[src/rtl/lic_pkg.sv]
package lic_pkg;

  typedef enum logic [2:0] {
    SEL_MASK   = 3'd0,
    SEL_RAW    = 3'd1,
    SEL_MASKED = 3'd2,
    SEL_NMI    = 3'd3,
    SEL_GURU   = 3'd4,
    SEL_NONE   = 3'd7
  } reg_sel_e;

  localparam int unsigned NUM_WORDS = 5;

  // Map a word index plus alignment flag to a register select.
  function automatic reg_sel_e word_select(input int unsigned idx, input logic aligned);
    reg_sel_e s;
    if (!aligned || idx >= NUM_WORDS) s = SEL_NONE;
    else begin
      case (idx)
        0: s = SEL_MASK;
        1: s = SEL_RAW;
        2: s = SEL_MASKED;
        3: s = SEL_NMI;
        default: s = SEL_GURU;
      endcase
    end
    return s;
  endfunction

endpackage

[src/rtl/lic_level_sampler.sv]
module lic_level_sampler #(
  parameter int W = 1
) (
  input  logic         clk,
  input  logic         rst_n,
  input  logic [W-1:0] d,
  output logic [W-1:0] q
);
  genvar b;
  generate
    for (b = 0; b < W; b++) begin : g_bit
      always_ff @(posedge clk or negedge rst_n) begin
        if (!rst_n) q[b] <= 1'b0;
        else        q[b] <= d[b];
      end
    end
  endgenerate
endmodule

[src/rtl/lic_vec_encoder.sv]
module lic_vec_encoder #(
  parameter int N_SRC = 30,
  parameter int VEC_W = 8,
  parameter logic [VEC_W-1:0] SHARED_CODE = 8'h30,
  parameter logic [VEC_W-1:0] BASE_CODE   = 8'h31
) (
  input  logic [N_SRC-1:0] masked,
  output logic             req,
  output logic             multi,
  output logic [VEC_W-1:0] vec
);
  localparam int CNT_W = $clog2(N_SRC + 1);

  function automatic logic [CNT_W-1:0] pop_count(input logic [N_SRC-1:0] v);
    logic [CNT_W-1:0] c;
    c = '0;
    for (int i = 0; i < N_SRC; i++) c = c + {{(CNT_W-1){1'b0}}, v[i]};
    return c;
  endfunction

  function automatic logic [VEC_W-1:0] low_index(input logic [N_SRC-1:0] v);
    logic [VEC_W-1:0] k;
    k = '0;
    for (int i = N_SRC - 1; i >= 0; i--) if (v[i]) k = VEC_W'(i);
    return k;
  endfunction

  logic [CNT_W-1:0] active_cnt;

  always_comb begin
    active_cnt = pop_count(masked);
    req        = (active_cnt != '0);
    multi      = (active_cnt > CNT_W'(1));
    if (!req)       vec = '0;
    else if (multi) vec = SHARED_CODE;
    else            vec = BASE_CODE + low_index(masked);
  end
endmodule

[src/rtl/lic_reg_port.sv]
module lic_reg_port
  import lic_pkg::*;
#(
  parameter int N_SRC  = 30,
  parameter int N_NMI  = 2,
  parameter int ADDR_W = 5,
  parameter int DATA_W = 32
) (
  input  logic              clk,
  input  logic              rst_n,
  input  logic              wr_en,
  input  logic              rd_en,
  input  logic [ADDR_W-1:0] addr,
  input  logic [DATA_W-1:0] wdata,
  input  logic [N_SRC-1:0]  raw,
  input  logic [N_SRC-1:0]  masked,
  input  logic [N_NMI-1:0]  nmi_lvl,
  input  logic              guru_lvl,
  output logic [N_SRC-1:0]  mask_q,
  output logic [DATA_W-1:0] rdata,
  output logic              rd_err
);
  reg_sel_e          sel;
  logic [DATA_W-1:0] rd_val;

  always_comb begin
    sel    = word_select(int'(addr[ADDR_W-1:2]), addr[1:0] == 2'b00);
    rd_val = '0;
    case (sel)
      SEL_MASK:   rd_val[N_SRC-1:0] = mask_q;
      SEL_RAW:    rd_val[N_SRC-1:0] = raw;
      SEL_MASKED: rd_val[N_SRC-1:0] = masked;
      SEL_NMI:    rd_val[N_NMI-1:0] = nmi_lvl;
      SEL_GURU:   rd_val[0]         = guru_lvl;
      default:    rd_val            = '0;
    endcase
  end

  always_ff @(posedge clk or negedge rst_n) begin
    if (!rst_n) mask_q <= '0;
    else if (wr_en && sel == SEL_MASK) mask_q <= wdata[N_SRC-1:0];
  end

  always_ff @(posedge clk or negedge rst_n) begin
    if (!rst_n) begin
      rdata  <= '0;
      rd_err <= 1'b0;
    end else if (rd_en) begin
      rdata  <= rd_val;
      rd_err <= (sel == SEL_NONE);
    end
  end
endmodule

[src/rtl/lvl_irq_ctrl.sv]
module lvl_irq_ctrl #(
  parameter int N_SRC  = 30,
  parameter int N_NMI  = 2,
  parameter int ADDR_W = 5,
  parameter int DATA_W = 32,
  parameter int VEC_W  = 8
) (
  input  logic              clk,
  input  logic              rst_n,
  input  logic [N_SRC-1:0]  irq_lines,
  input  logic [N_NMI-1:0]  nmi_in,
  input  logic              guru_in,
  input  logic              wr_en,
  input  logic              rd_en,
  input  logic [ADDR_W-1:0] addr,
  input  logic [DATA_W-1:0] wdata,
  output logic [DATA_W-1:0] rdata,
  output logic              rd_err,
  output logic              irq_req,
  output logic [VEC_W-1:0]  irq_vec,
  output logic              nmi_req,
  output logic              fatal_req
);
  // Internal events brought out as named wires for the checker.
  logic [N_SRC-1:0] raw_q;
  logic [N_SRC-1:0] mask_q;
  logic [N_SRC-1:0] masked_w;
  logic [N_NMI-1:0] nmi_q;
  logic             guru_q;
  logic             multi_w;

  lic_level_sampler #(.W(N_SRC)) u_irq_s (
    .clk(clk), .rst_n(rst_n), .d(irq_lines), .q(raw_q));
  lic_level_sampler #(.W(N_NMI)) u_nmi_s (
    .clk(clk), .rst_n(rst_n), .d(nmi_in), .q(nmi_q));
  lic_level_sampler #(.W(1)) u_guru_s (
    .clk(clk), .rst_n(rst_n), .d(guru_in), .q(guru_q));

  assign masked_w  = raw_q & mask_q;
  assign nmi_req   = |nmi_q;
  assign fatal_req = guru_q;

  lic_vec_encoder #(.N_SRC(N_SRC), .VEC_W(VEC_W)) u_enc (
    .masked(masked_w), .req(irq_req), .multi(multi_w), .vec(irq_vec));

  lic_reg_port #(.N_SRC(N_SRC), .N_NMI(N_NMI), .ADDR_W(ADDR_W), .DATA_W(DATA_W)) u_regs (
    .clk(clk), .rst_n(rst_n), .wr_en(wr_en), .rd_en(rd_en), .addr(addr),
    .wdata(wdata), .raw(raw_q), .masked(masked_w), .nmi_lvl(nmi_q),
    .guru_lvl(guru_q), .mask_q(mask_q), .rdata(rdata), .rd_err(rd_err));
endmodule

[config.mk]
export PLATFORM = sky130hd
export DESIGN_NAME = lvl_irq_ctrl
export DESIGN_NICKNAME = d
export VERILOG_FILES = /design/src/rtl/lic_pkg.sv /design/src/rtl/lic_level_sampler.sv /design/src/rtl/lic_vec_encoder.sv /design/src/rtl/lic_reg_port.sv /design/src/rtl/lvl_irq_ctrl.sv
export SDC_FILE = /design/constraint.sdc
export NUM_CORES = 1
export LEC_CHECK = 0
export BUFFER_PORTS_ARGS = -buffer_cell sky130_fd_sc_hd__clkbuf_2
export CAP_MARGIN = 20
export CORE_MARGIN = 5
export CORE_UTILIZATION = 49
export CTS_BUF_LIST = sky130_fd_sc_hd__clkbuf_8
export CTS_CLUSTER_DIAMETER = 120
export DETAILED_ROUTE_END_ITERATION = 7
export GPL_TIMING_DRIVEN = 0
export PLACE_DENSITY = 0.76
export SLEW_MARGIN = 20
export SYNTH_ARGS = -nofsm -noshare
export SYNTH_HDL_FRONTEND = slang
export SYNTH_SLANG_ARGS = --single-unit
[constraint.sdc]
create_clock -name clk -period 14.2 [get_ports clk]
set_clock_uncertainty 0.15 [all_clocks]
set_input_delay 2.13 -clock clk [delete_from_list [all_inputs] [get_ports clk]]
set_output_delay 2.13 -clock clk [all_outputs]
set_load 0.005 [all_outputs]
Word level (Yosys, flattened, before mapping)
Cells that the tools add are included.
{ "op_classes": {"order_cmp": 2, "eq_ne": 8, "n_reduce_logical": 8, "addsub": 30, "muxes": 39, "n_bitwise": 1} }
{ "op_table": {"columns": ["cell", "count"], "rows": [
  ["$mux 5", 30],
  ["$add 5x1->5", 28],
  ["$pmux 28 s3", 1],
  ["$mux 8", 4],
  ["$and 30x30->30", 1],
  ["$eq 3x2->1 const B", 4],
  ["$pmux 3 s4", 1],
  ["$add 6x8->8 const A", 1],
  ["$eq 3x1->1 const B", 2],
  ["$eq 3x3->1 const B", 2],
  ["$logic_not 3->1", 2],
  ["$gt 5x1->1 const B", 1],
  ["$pmux 1 s5", 1],
  ["$reduce_bool 5->1", 1],
  ["$pmux 1 s4", 1],
  ["$ge 3x3->1 const B", 1],
  ["$mux 3", 1],
  ["$add 1x1->2", 1],
  ["$logic_not 2->1", 1],
  ["$reduce_or 2->1", 1],
  ["$logic_and 1x1->1", 1],
  ["$logic_not 1->1", 1],
  ["$logic_or 1x1->1", 1]
]} }
{ "totals": {"input_bits": 74, "word_cells": 124, "register_bits": 94} }

Longest topological paths before layout
Gate-level depths: netlist of run 1.
{ "logic_depth": {"word_depth": 36, "mapped_depth": 21, "depth_no_buf": 21} }

Cells and area by module
A second synthesis of run 1 with hierarchy kept.
{ "hier_totals": {"hier_cells": 460, "hier_area_um2": 5313.8} }
{ "modules_own_cells": {"columns": ["module", "area_per_inst_um2", "n_inst", "cells_each"], "rows": [
  ["lic_reg_port", 3084.2, 1, 247],
  ["lic_vec_encoder", 1209.9, 1, 149],
  ["lic_level_sampler (u_irq_s)", 750.7, 1, 30],
  ["lvl_irq_ctrl", 193.9, 1, 31],
  ["lic_level_sampler (u_nmi_s)", 50.0, 1, 2],
  ["lic_level_sampler (u_guru_s)", 25.0, 1, 1]
]} }

Least setup slack after synthesis of run 1
Ideal clock, no wire load.
{ "synth_path": {"path_kind": "register -> output", "from": "register u_irq_s.q[0]", "to": "output port irq_vec[3]", "t_arrival_ps": 5995, "path_stages_with_launch": 21, "n_path_buf": 0, "path_slack_ps": 5925, "path_cell_list": "dfrtp_1 -> and2_1 -> ha_1 -> inv_1 -> fa_1 -> fa_1 -> inv_1 -> fa_1 -> fa_1 -> inv_1 -> fa_1 -> fa_1 -> fa_1 -> fa_1 -> nor2b_1 -> o21ai_0 -> a211oi_1 -> o22a_1 -> nand2_1 -> or4b_1 -> o21ai_1"} }
{ "synth_via": {"elab_chain_len": 33, "elab_cells_between_ends": 38, "cone_classes": "add/sub (30); order compare (1); mux (5); bitwise (1); reduce/logical (1)"} }
{ "synth_rtl": {"columns": ["element", "line_no", "text"], "rows": [
  ["from (decl)", "lic_level_sampler.sv:7", "output logic [W-1:0] q"],
  ["from (signal, indexed assignment)", "lic_level_sampler.sv:14", "else q[b] <= d[b];"],
  ["$and 30x30->30 *", "lvl_irq_ctrl.sv:39", "assign masked_w = raw_q & mask_q;"],
  ["$add 1x1->2", "lic_vec_encoder.sv:17", "for (int i = 0; i < N_SRC; i++) c = c + {{(CNT_W-1){1'b0}}, v[i]};"],
  ["$add 5x1->5 (28 in series)", "lic_vec_encoder.sv:17", null],
  ["$gt 5x1->1", "lic_vec_encoder.sv:33", "multi = (active_cnt > CNT_W'(1));"],
  ["$mux 8", "lic_vec_encoder.sv:35", "else if (multi) vec = SHARED_CODE;"],
  ["$mux 8 *", "lic_vec_encoder.sv:34", "if (!req) vec = '0;"],
  ["to (decl)", "lvl_irq_ctrl.sv:20", "output logic [VEC_W-1:0] irq_vec,"]
]} }
Mark *: on every way between the ends. The rest lies on a longest branch, timed or not. The select of a mux whose other input is x is not followed.

Final worst setup path of run 1
Ends and elaborated chain as after synthesis.

==> results of run 1 <==
==> cell families (layout without fill, tap and decap cells) <==
| family | Yosys count | in the layout |
|---|---|---|
| buffers and inverters | 88 | 214 |
| adders and majority gates | 31 | 31 |
| and+or+nand+nor | 89 | 89 |
| other | 1 | 3 |
| muxes | 30 | 30 |
| AOI/OAI and AO/OA | 135 | 135 |
| xor gates and xnor gates | 3 | 3 |
| DFF | 94 | 94 |
==> metal layers <==
metal / vias up / wire length (µm)
met4: 0 / 176
met3: 17 / 852
li1: 1889 / -
met5: - / 0
met2: 152 / 6070
met1: 1936 / 5350
==> per-stage QoR <==
step	power [W]	area (µm²)	hold slack, ps	setup slack, ps	utilization
5_1_grt	0.00115	5950	366	4580	0.585
3_5_place_dp	0.000894	5780	322	5320	0.568
2_1_floorplan	0.000712	5050	324	5930	-
6_report	0.00105	5950	337	4860	0.585
3_3_place_gp	0.000878	5770	317	5420	0.567
4_1_cts	0.00106	5950	343	4850	0.585
==> synthesized netlist by cell type, types with 3 or more instances <==
| master | count |
|---|---|
| a21o_1 | 22 |
| a21oi_1 | 6 |
| a22o_1 | 9 |
| a22oi_1 | 28 |
| a31oi_1 | 3 |
| a32oi_1 | 6 |
| and2_1 | 6 |
| buf_4 | 3 |
| clkbuf_1 | 18 |
| dfrtp_1 | 94 |
| fa_1 | 21 |
| ha_1 | 10 |
| inv_1 | 67 |
| mux2_2 | 28 |
| nand2_1 | 36 |
| nand2b_1 | 7 |
| nand3_1 | 9 |
| nor2_1 | 13 |
| nor2b_1 | 3 |
| o2111ai_1 | 4 |
| o21ai_0 | 5 |
| o21ai_1 | 3 |
| o22ai_1 | 29 |
| xnor2_1 | 3 |
==> power groups by stage <==
stage / registers [W] / logic, W / clock network, W
2_1_floorplan: 0.000316 / 0.000396 / 0
3_3_place_gp: 0.000321 / 0.000557 / 0
3_5_place_dp: 0.000323 / 0.000571 / 0
4_1_cts: 0.000317 / 0.000580 / 0.000164
5_1_grt: 0.000322 / 0.000648 / 0.000176
6_report: 0.000318 / 0.000577 / 0.000160
==> layout make-up <==
class	count	area (µm²)	area share
Tap cell	136	170	0.0286
Sequential cell	94	2350	0.395
Inverter	67	251	0.0422
Clock inverter	7	50.0	0.00841
Buffer	21	90.1	0.0151
Multi-Input combinational cell	291	2360	0.396
Clock buffer	9	124	0.0208
Timing Repair Buffer	110	559	0.0939
==> worst max-delay path, cell delays in order, from the launching register on <==
cell and delay [ps]:
dfrtp_1 420, and2_1 190, ha_1 300, inv_1 80, fa_1 450, fa_1 520, inv_1 50, fa_1 480
fa_1 520, inv_1 50, fa_1 540, fa_1 470, fa_1 480, fa_1 400, nor2b_1 150, o21ai_1 110
nor4b_1 310, o22a_1 300, nand2_1 130, or4b_1 480, o21ai_1 110, clkbuf_2 140
==> registers in the layout, indices dropped and copies added (netlist names) <==
| register | flops |
|---|---|
| u_guru_s.q | 1 |
| u_regs.rd_err | 1 |
| u_regs.rdata | 30 |
| u_nmi_s.q | 2 |
| u_irq_s.q | 30 |
| u_regs.mask_q | 30 |
==> how the worst min path moves through the flow <==
stage                         end  slack, ps
global route        u_regs.rd_err        370
floorplan           u_regs.rd_err        320
finish              u_regs.rd_err        340
global placement    u_regs.rd_err        320
CTS                 u_regs.rd_err        340
detailed placement  u_regs.rd_err        320
==> results.json, run 1 <==
{
  "cts_sinks": 94,
  "endpoint_kind": "primary output",
  "ios": 118,
  "leakage_nw": 2.97,
  "cp.arrival_ps": 7060,
  "synth_compound_area_frac": 0.196,
  "ant_nets": 0,
  "core-area_um2": 10200,
  "nNetsFinal": 699,
  "busiest_layer": "met2",
  "post-cts-setup-buffers": 0,
  "fp.dieW_um": 111,
  "diodes": 0,
  "startpoint": "u_irq_s.q[0]",
  "p_int_w": 0.000611,
  "synthXorXnorAreaFrac": 0.00521,
  "powerDensity_nw_per_um2": 177,
  "ys_warn_count": 0,
  "grt_pass1_wl_mm": 20.6,
  "grt_pass1_vias": 4139,
  "post_drt_wl_per_cell_um": 16.9,
  "whs_path_depth": 1,
  "reg2reg_to": "u_regs.rdata[0]",
  "p_sw_w": 0.000443,
  "clock.fmax_mhz": 107,
  "placed_cells": 719,
  "endpoint": "irq_vec[3]",
  "route.detailed.drc": 0,
  "grt_max_degree": 95,
  "switching_share": 0.421,
  "async_reset_ff_frac": 1.00,
  "start_util": 0.495,
  "numPortBuffers": 110,
  "ys_ff_latch": 94,
  "synth_flop_cell": "dfrtp_1",
  "fp.dieH_um": 111,
  "worstHoldStart": "u_regs.rd_err",
  "synth_cells": 471,
  "ys_types": 54,
  "final_cells": 735,
  "netlist_top_cells_area": "dfrtp_1 (47%), fa_1 (8.3%), mux2_2 (6.3%)",
  "cp.required_ps": 11920,
  "insertion_delay_ps": 370,
  "synth_top_family_by_area": "compound AO/OA/AOI/OAI gates",
  "htree_num_levels": 3,
  "ir_drop_mv": 0.238,
  "grt_use_met1": 0.275,
  "cts_buffers": 9,
  "setup_viol": 0,
  "syn2layout_area_growth_pct": 18.1,
  "slew_headroom": 0.498,
  "worst_pin_slew_ps": 750,
  "drive_above_1_share": 0.272,
  "final_max_slew_viol_count": 0,
  "worstPathMaxFanout": 6,
  "viasPerCell": 5.43,
  "max_cap_viol_count": 0,
  "clk_pin_slew_worst_paths_ps": 90,
  "worstSetupPathType": "reg2out",
  "cts_resized": 0,
  "use_met3": 0.0527,
  "final_cell_mix": "clkbuf_2 (109), dfrtp_1 (94), inv_1 (68), nand2_1 (36), o22ai_1 (29)",
  "finalCritPeriodShare": 0.658,
  "hp-class": "reg2reg",
  "synth-edff-count": 0,
  "die-area_um2": 12400,
  "grtUsageTotal": 0.208,
  "cts-root-buf": "clkbuf_8",
  "synth_seq_area_share": 0.466,
  "overflow": 0,
  "synth-simple-area-share": 0.0888,
  "avgSynthCellArea_um2": 10.7,
  "fillCellCount": 921,
  "rows": 37,
  "drt_iter0_markers": 207,
  "pwr-share-clk": 0.151,
  "clockBufferDepth": 2,
  "cts_tree": "done",
  "hold_viol": 0,
  "comb_power_share": 0.547,
  "layout_commonest_cell": "clkbuf_2",
  "vias": 3994,
  "ctsHoldBuffers": 0,
  "grt_util_met2": 0.346,
  "synth_area_leader_cell": "dfrtp_1",
  "final.setup.tns_ps": 0,
  "ff2ff_setup_slack_ps": 12990,
  "synth.top_cell.area_share": 0.466,
  "syn_area_um2": 5040,
  "rsz0062_at_grt": "false",
  "rr_startpoint": "u_regs.mask_q[0]",
  "seqPwrFrac": 0.301,
  "synthMuxAreaShare": 0.0670,
  "period_needed_ps": 9340,
  "drt_pass1_iterations": 4,
  "wl_mm": 12.5,
  "outcome": "finished, final reports clean",
  "dp_hpwl_mm": 9.66,
  "antenna_found_initial": 0,
  "rr_worst_depth": 4,
  "synthAdderAreaFrac": 0.108,
  "start_kind": "flip-flop",
  "gp_congestion": 0.899
}
No activity file was read; power rests on OpenSTA's default activity.
==> run 2, diff against run 1 <==
Settings changed: ABC_AREA set to 1.
Clock period 14.2 ns to 8.7 ns, I/O delays scaled along.
==> run 2 against run 1 <==
  * Final area about the same
  * Power increased by 66%
  * Combinational power increased by 70%
  * Final cell count increased by 14%
  * Clock-buffer cell count unchanged
  * Sequential share of layout area about the same
==> results.json, run 2 <==
{
  "cts_tree": "done",
  "slew_headroom": 0.518,
  "worst_pin_slew_ps": 723,
  "ios": 118,
  "rsz0062_at_grt": "false",
  "viasPerCell": 5.08,
  "layout_commonest_cell": "nand2_1",
  "start_kind": "flip-flop",
  "max_cap_viol_count": 0,
  "ys_top_cells_by_count": "nand2_1 (131), dfrtp_1 (94), inv_1 (69)",
  "placed_cells": 826,
  "start_util": 0.494,
  "diodes": 0,
  "final_max_slew_viol_count": 0,
  "synth_cells": 576,
  "grt_max_degree": 95,
  "setup_viol": 0,
  "placedInstanceArea_um2": 5780,
  "multi_input_area_um2": 2320,
  "antenna_found_initial": 0,
  "drt_pass1_iterations": 5,
  "overflow": 0,
  "gp_congestion": 0.871,
  "synth_area_leader_cell": "dfrtp_1",
  "cp.arrival_ps": 6480,
  "synth_seq_area_share": 0.467,
  "endpoint_kind": "primary output",
  "netlist_top_cells_area": "dfrtp_1 (47%), nand2_1 (9.8%), fa_1 (8.3%)",
  "numPortBuffers": 112,
  "wl_mm": 12.6,
  "finalCritPeriodShare": 0.912,
  "clk_pin_slew_worst_paths_ps": 80,
  "grt_pass1_vias": 4432,
  "period_needed_ps": 7930,
  "post-cts-setup-buffers": 0,
  "synth.top_cell.area_share": 0.467,
  "rows": 37,
  "final_cells": 840,
  "ir_drop_mv": 0.226,
  "final.setup.tns_ps": 0,
  "grt_pass1_wl_mm": 21.3,
  "cts_resized": 0,
  "core-area_um2": 10200,
  "cp.required_ps": 7240,
  "powerDensity_nw_per_um2": 294,
  "synth_most_common_cell": "nand2_1",
  "cts_buffers": 9,
  "drive_above_1_share": 0.227,
  "synth_flop_cell": "dfrtp_1",
  "ys_types": 37,
  "vias": 4263,
  "synth-edff-count": 0,
  "clockBufferDepth": 2,
  "hp-class": "reg2reg",
  "syn_area_um2": 5040,
  "cts_sinks": 94,
  "dp_hpwl_mm": 9.72,
  "htree_num_levels": 3,
  "grtUsageTotal": 0.212,
  "post_drt_wl_per_cell_um": 15.0,
  "syn2layout_area_growth_pct": 18.2,
  "ctsHoldBuffers": 0,
  "leakage_nw": 3.14,
  "hold-worst-slack_ps": 339,
  "die-area_um2": 12400,
  "clock.fmax_mhz": 126,
  "design_area_um2": 5950,
  "route.detailed.drc": 0,
  "insertion_delay_ps": 370,
  "hold_viol": 0,
  "ant_nets": 0,
  "drt_iter0_markers": 222,
  "final_cell_mix": "nand2_1 (131), clkbuf_2 (111), dfrtp_1 (94), inv_1 (72), a21oi_1 (53)",
  "worstPathMaxFanout": 5,
  "fp.dieW_um": 111,
  "async_reset_ff_frac": 1.00,
  "fp.dieH_um": 111,
  "cts-root-buf": "clkbuf_8",
  "seqCellArea_um2": 2350,
  "ys_ff_latch": 94,
  "worstSetupPathType": "reg2out",
  "outcome": "finished, final reports clean",
  "top_regs": "u_irq_s.q (30), u_regs.mask_q (30), u_regs.rdata (30)",
  "avgSynthCellArea_um2": 8.74,
  "nNetsFinal": 806,
  "ys_warn_count": 0,
  "fillCellCount": 895
}
run 2: cell types whose count changed in the layout (fill, tap and decap cells not counted), moves of 28 or more:
cell / change
o22ai_1: -29
a21oi_1: +47
o21ai_1: +28
a22oi_1: -28
nor2_1: +30
nand2_1: +95
run 2: final cells by class:
cell class | count | area share
tap | 136 | 0.0286
sequential | 94 | 0.395
multi-input combinational | 388 | 0.389
clock buffer | 9 | 0.0208
timing repair buffer | 112 | 0.0956
inverter | 73 | 0.0462
clock inverter | 5 | 0.00778
buffer | 23 | 0.0164
run 2: cells by family after synthesis:
logic type	Yosys count	share of synthesized area
mux	9	0.0201
simple gates	215	0.191
other cells	1	0.000745
buf+inv	96	0.0740
compound gates	127	0.133
xor+xnor	3	0.00522
flops	94	0.467
fa+ha+maj	31	0.108
run 2: per-layer routing:
metal / global-route usage / vias to the layer above / part of all wire
met5: 0 / - / 0
met4: 0.0624 / 0 / 0.016
met3: 0.0576 / 16 / 0.069
met2: 0.348 / 139 / 0.48
met1: 0.279 / 2034 / 0.44
li1: - / 2074 / -
run 2: path summary, 6_finish.rpt:
kind	startpoint	endpoint	depth (start not counted)	slack (ps)
max	u_irq_s.q[0]	irq_vec[4]	23	770
min	u_regs.rdata[1]	u_regs.rdata[1]	2	340
max reg2reg	u_regs.mask_q[17]	u_regs.rdata[17]	4	7480
min reg2reg	u_regs.rdata[1]	u_regs.rdata[1]	2	340
max in group asynchronous	rst_n	u_regs.mask_q[17]	1	7070
min in group asynchronous	rst_n	u_guru_s.q	1	850
run 2: metrics by stage:
stage / total power (W) / util / setup slack [ps]
final: 0.00175 / 0.585 / 769
after global routing: 0.00193 / 0.585 / 405
after CTS: 0.00176 / 0.585 / 778
after detailed placement: 0.00149 / 0.568 / 1220
after global placement: 0.00143 / 0.567 / 1350
after floorplan: 0.00122 / - / 1720
run 2: critical path: stages, from the launching register on:
cell	delay (ps)
dfrtp_1	430
nand2_4	120
inv_1	70
ha_1	280
inv_1	70
fa_1	450
fa_1	530
inv_1	60
fa_1	480
fa_1	510
inv_1	50
fa_1	500
fa_1	440
fa_1	470
fa_1	410
nor2_1	140
a211oi_1	80
nand2_1	60
nor3b_1	180
nand2_1	130
nor2_1	210
inv_1	120
a21oi_1	170
clkbuf_2	130
run 2: report_power, final:
group / leakage, nW / total [W] / switching (W) / internal [W]
logic: 1.91 / 0.000983 / 0.000562 / 0.000421
clock network: 0.0987 / 0.000267 / 0.000141 / 0.000126
registers: 1.14 / 0.000502 / 0.0000315 / 0.000470
==> run 3, diff against run 2 <==
Settings changed: CORE_ASPECT_RATIO set to 0.7.
==> run 3 against run 2 <==
  * Clock power increased by 4%
  * Clock-buffer cell count unchanged
  * Utilization decreased by 0.069 points
  * Routed wire length increased by 2.7%
  * Via count increased by 2.2%
  * Global-route usage increased by 0.61 points
  * Sequential power about the same
  * Critical path depth unchanged
  * Largest power group unchanged
  * Setup slack improved by 51 ps
  * Die area increased by 0.26%
  * Final area about the same
==> results.json, run 3 (synthesized netlist as in run 2, its figures left out) <==
{
  "fp.dieH_um": 94.8,
  "endpoint": "irq_vec[4]",
  "cts_tree": "done",
  "start_kind": "flip-flop",
  "gp_congestion": 0.916,
  "antenna_found_initial": 0,
  "placedInstanceArea_um2": 5780,
  "clockBufferDepth": 2,
  "post_drt_wl_per_cell_um": 15.5,
  "multi_input_area_um2": 2320,
  "max_cap_viol_count": 0,
  "layout_commonest_cell": "nand2_1",
  "setup_viol": 0,
  "grtUsageTotal": 0.218,
  "reg2reg_to": "u_regs.rdata[5]",
  "cts-root-buf": "clkbuf_8",
  "fin_ws_ps": 821,
  "vias": 4357,
  "die-area_um2": 12400,
  "viasPerCell": 5.21,
  "outcome": "finished, final reports clean",
  "grt_max_degree": 95,
  "rr_worst_depth": 4,
  "grt_pass1_vias": 4390,
  "grt_pass1_wl_mm": 21.5,
  "period_needed_ps": 7880,
  "hp-class": "reg2reg",
  "place_ws_ps": 1190,
  "startpoint": "u_regs.mask_q[0]",
  "endpoint_kind": "primary output",
  "overflow": 0,
  "timing.critical_path.buf_inv": 6,
  "nNetsFinal": 806,
  "core-area_um2": 10200,
  "utilization": 0.584,
  "clock.fmax_mhz": 127,
  "ios": 118,
  "worstPathMaxFanout": 5,
  "ff2ff_setup_slack_ps": 7400,
  "drt_iter0_markers": 379,
  "ir_drop_mv": 0.410,
  "drt_pass1_iterations": 5,
  "cp.arrival_ps": 6420,
  "top_regs": "u_irq_s.q (30), u_regs.mask_q (30), u_regs.rdata (30)",
  "cp_top_family": "adder cells",
  "cts_resized": 0,
  "hold_viol": 0,
  "powerDensity_nw_per_um2": 299,
  "route.detailed.drc": 0,
  "start_util": 0.494,
  "whs_path_depth": 2,
  "worst_pin_slew_ps": 725,
  "design_area_um2": 5960,
  "dp_hpwl_mm": 10.1,
  "drive_above_1_share": 0.229,
  "wl_mm": 12.9,
  "diodes": 0,
  "cpMaxStageDelayCell": "fa_1",
  "post-cts-setup-buffers": 0,
  "seqCellArea_um2": 2350,
  "final.setup.tns_ps": 0,
  "critPathMaxStageDelay_ps": 520,
  "path_cells": "nand2_4 > inv_1 > ha_1 > inv_1 > fa_1 > fa_1 > inv_1 > fa_1 > fa_1 > inv_1 > fa_1 > fa_1 > fa_1 > fa_1 > nor2_1 > a211oi_1 > nand2_1 > nor3b_1 > nand2_1 > nor2_1 > inv_1 > a21oi_1 > clkbuf_2",
  "slew_headroom": 0.516,
  "insertion_delay_ps": 370,
  "fp.dieW_um": 131,
  "rsz0062_at_grt": "false",
  "fillCellCount": 920,
  "syn2layout_area_growth_pct": 18.3,
  "leakage_nw": 3.14,
  "cts_sinks": 94,
  "final_max_slew_viol_count": 0,
  "final_cell_mix": "nand2_1 (131), clkbuf_2 (111), dfrtp_1 (94), inv_1 (71), a21oi_1 (53)",
  "path_common_cell": "fa_1",
  "ant_nets": 0,
  "cp.depth": 23,
  "numPortBuffers": 112,
  "cp.required_ps": 7240,
  "ctsHoldBuffers": 0,
  "htree_num_levels": 3,
  "worstSetupPathType": "reg2out",
  "rows": 31,
  "clk_pin_slew_worst_paths_ps": 90,
  "rr_startpoint": "u_irq_s.q[5]",
  "cts_buffers": 9,
  "finalCritPeriodShare": 0.906
}
run 3: cell types whose count changed in the layout (fill, tap and decap cells not counted):
cell	previous run	this run
clkinv_2	2	1
inv_6	0	1
inv_1	72	71
clkinvlp_4	0	1
run 3: worst min-delay path by stage:
stage | from | to
floorplan | u_regs.rdata[1] | u_regs.rdata[1]
global placement | u_regs.rdata[1] | u_regs.rdata[1]
detailed placement | u_regs.rdata[6] | u_regs.rdata[6]
CTS | u_regs.rdata[6] | u_regs.rdata[6]
global route | u_regs.rdata[16] | u_regs.rdata[16]
finish | u_regs.rdata[6] | u_regs.rdata[6]
run 3: per-layer routing:
layer | vias up | track usage | part of all wire
met1 | 2089 | 0.308 | 0.47
li1 | 2084 | - | -
met3 | 19 | 0.0655 | 0.075
met4 | 0 | 0.0683 | 0.015
met2 | 165 | 0.326 | 0.44
met5 | - | 0 | 0
run 3: worst register-to-register path, stage by stage (launching register included):
cell	delay, ps
dfrtp_1	420
nand2_1	260
o21ai_0	160
a21oi_1	140
o21ai_1	70
run 3: stage by stage:
stage | hold WS (ps) | total power (W) | instances
after floorplan | 322 | 0.00122 | 578
after global placement | 317 | 0.00146 | 822
after detailed placement | 328 | 0.00151 | 822
after CTS | 350 | 0.00180 | 836
after global routing | 380 | 0.00199 | 836
final | 342 | 0.00178 | 836
run 3: cell type report:
class                   count  share of cell area
repair buffers            112              0.0956
flip-flops and latches     94               0.395
clock inverters             5             0.00903
plain buffers              23              0.0164
inverters                  73              0.0462
multi-input cells         388               0.389
well taps                 132              0.0277
clock buffers               9              0.0208
run 3: where the power goes:
group	leakage, nW	switching [W]	internal [W]
sequential	1.14	0.0000323	0.000470
clock	0.0942	0.000150	0.000129
combinational	1.91	0.000573	0.000423
total	3.14	0.000756	0.00102
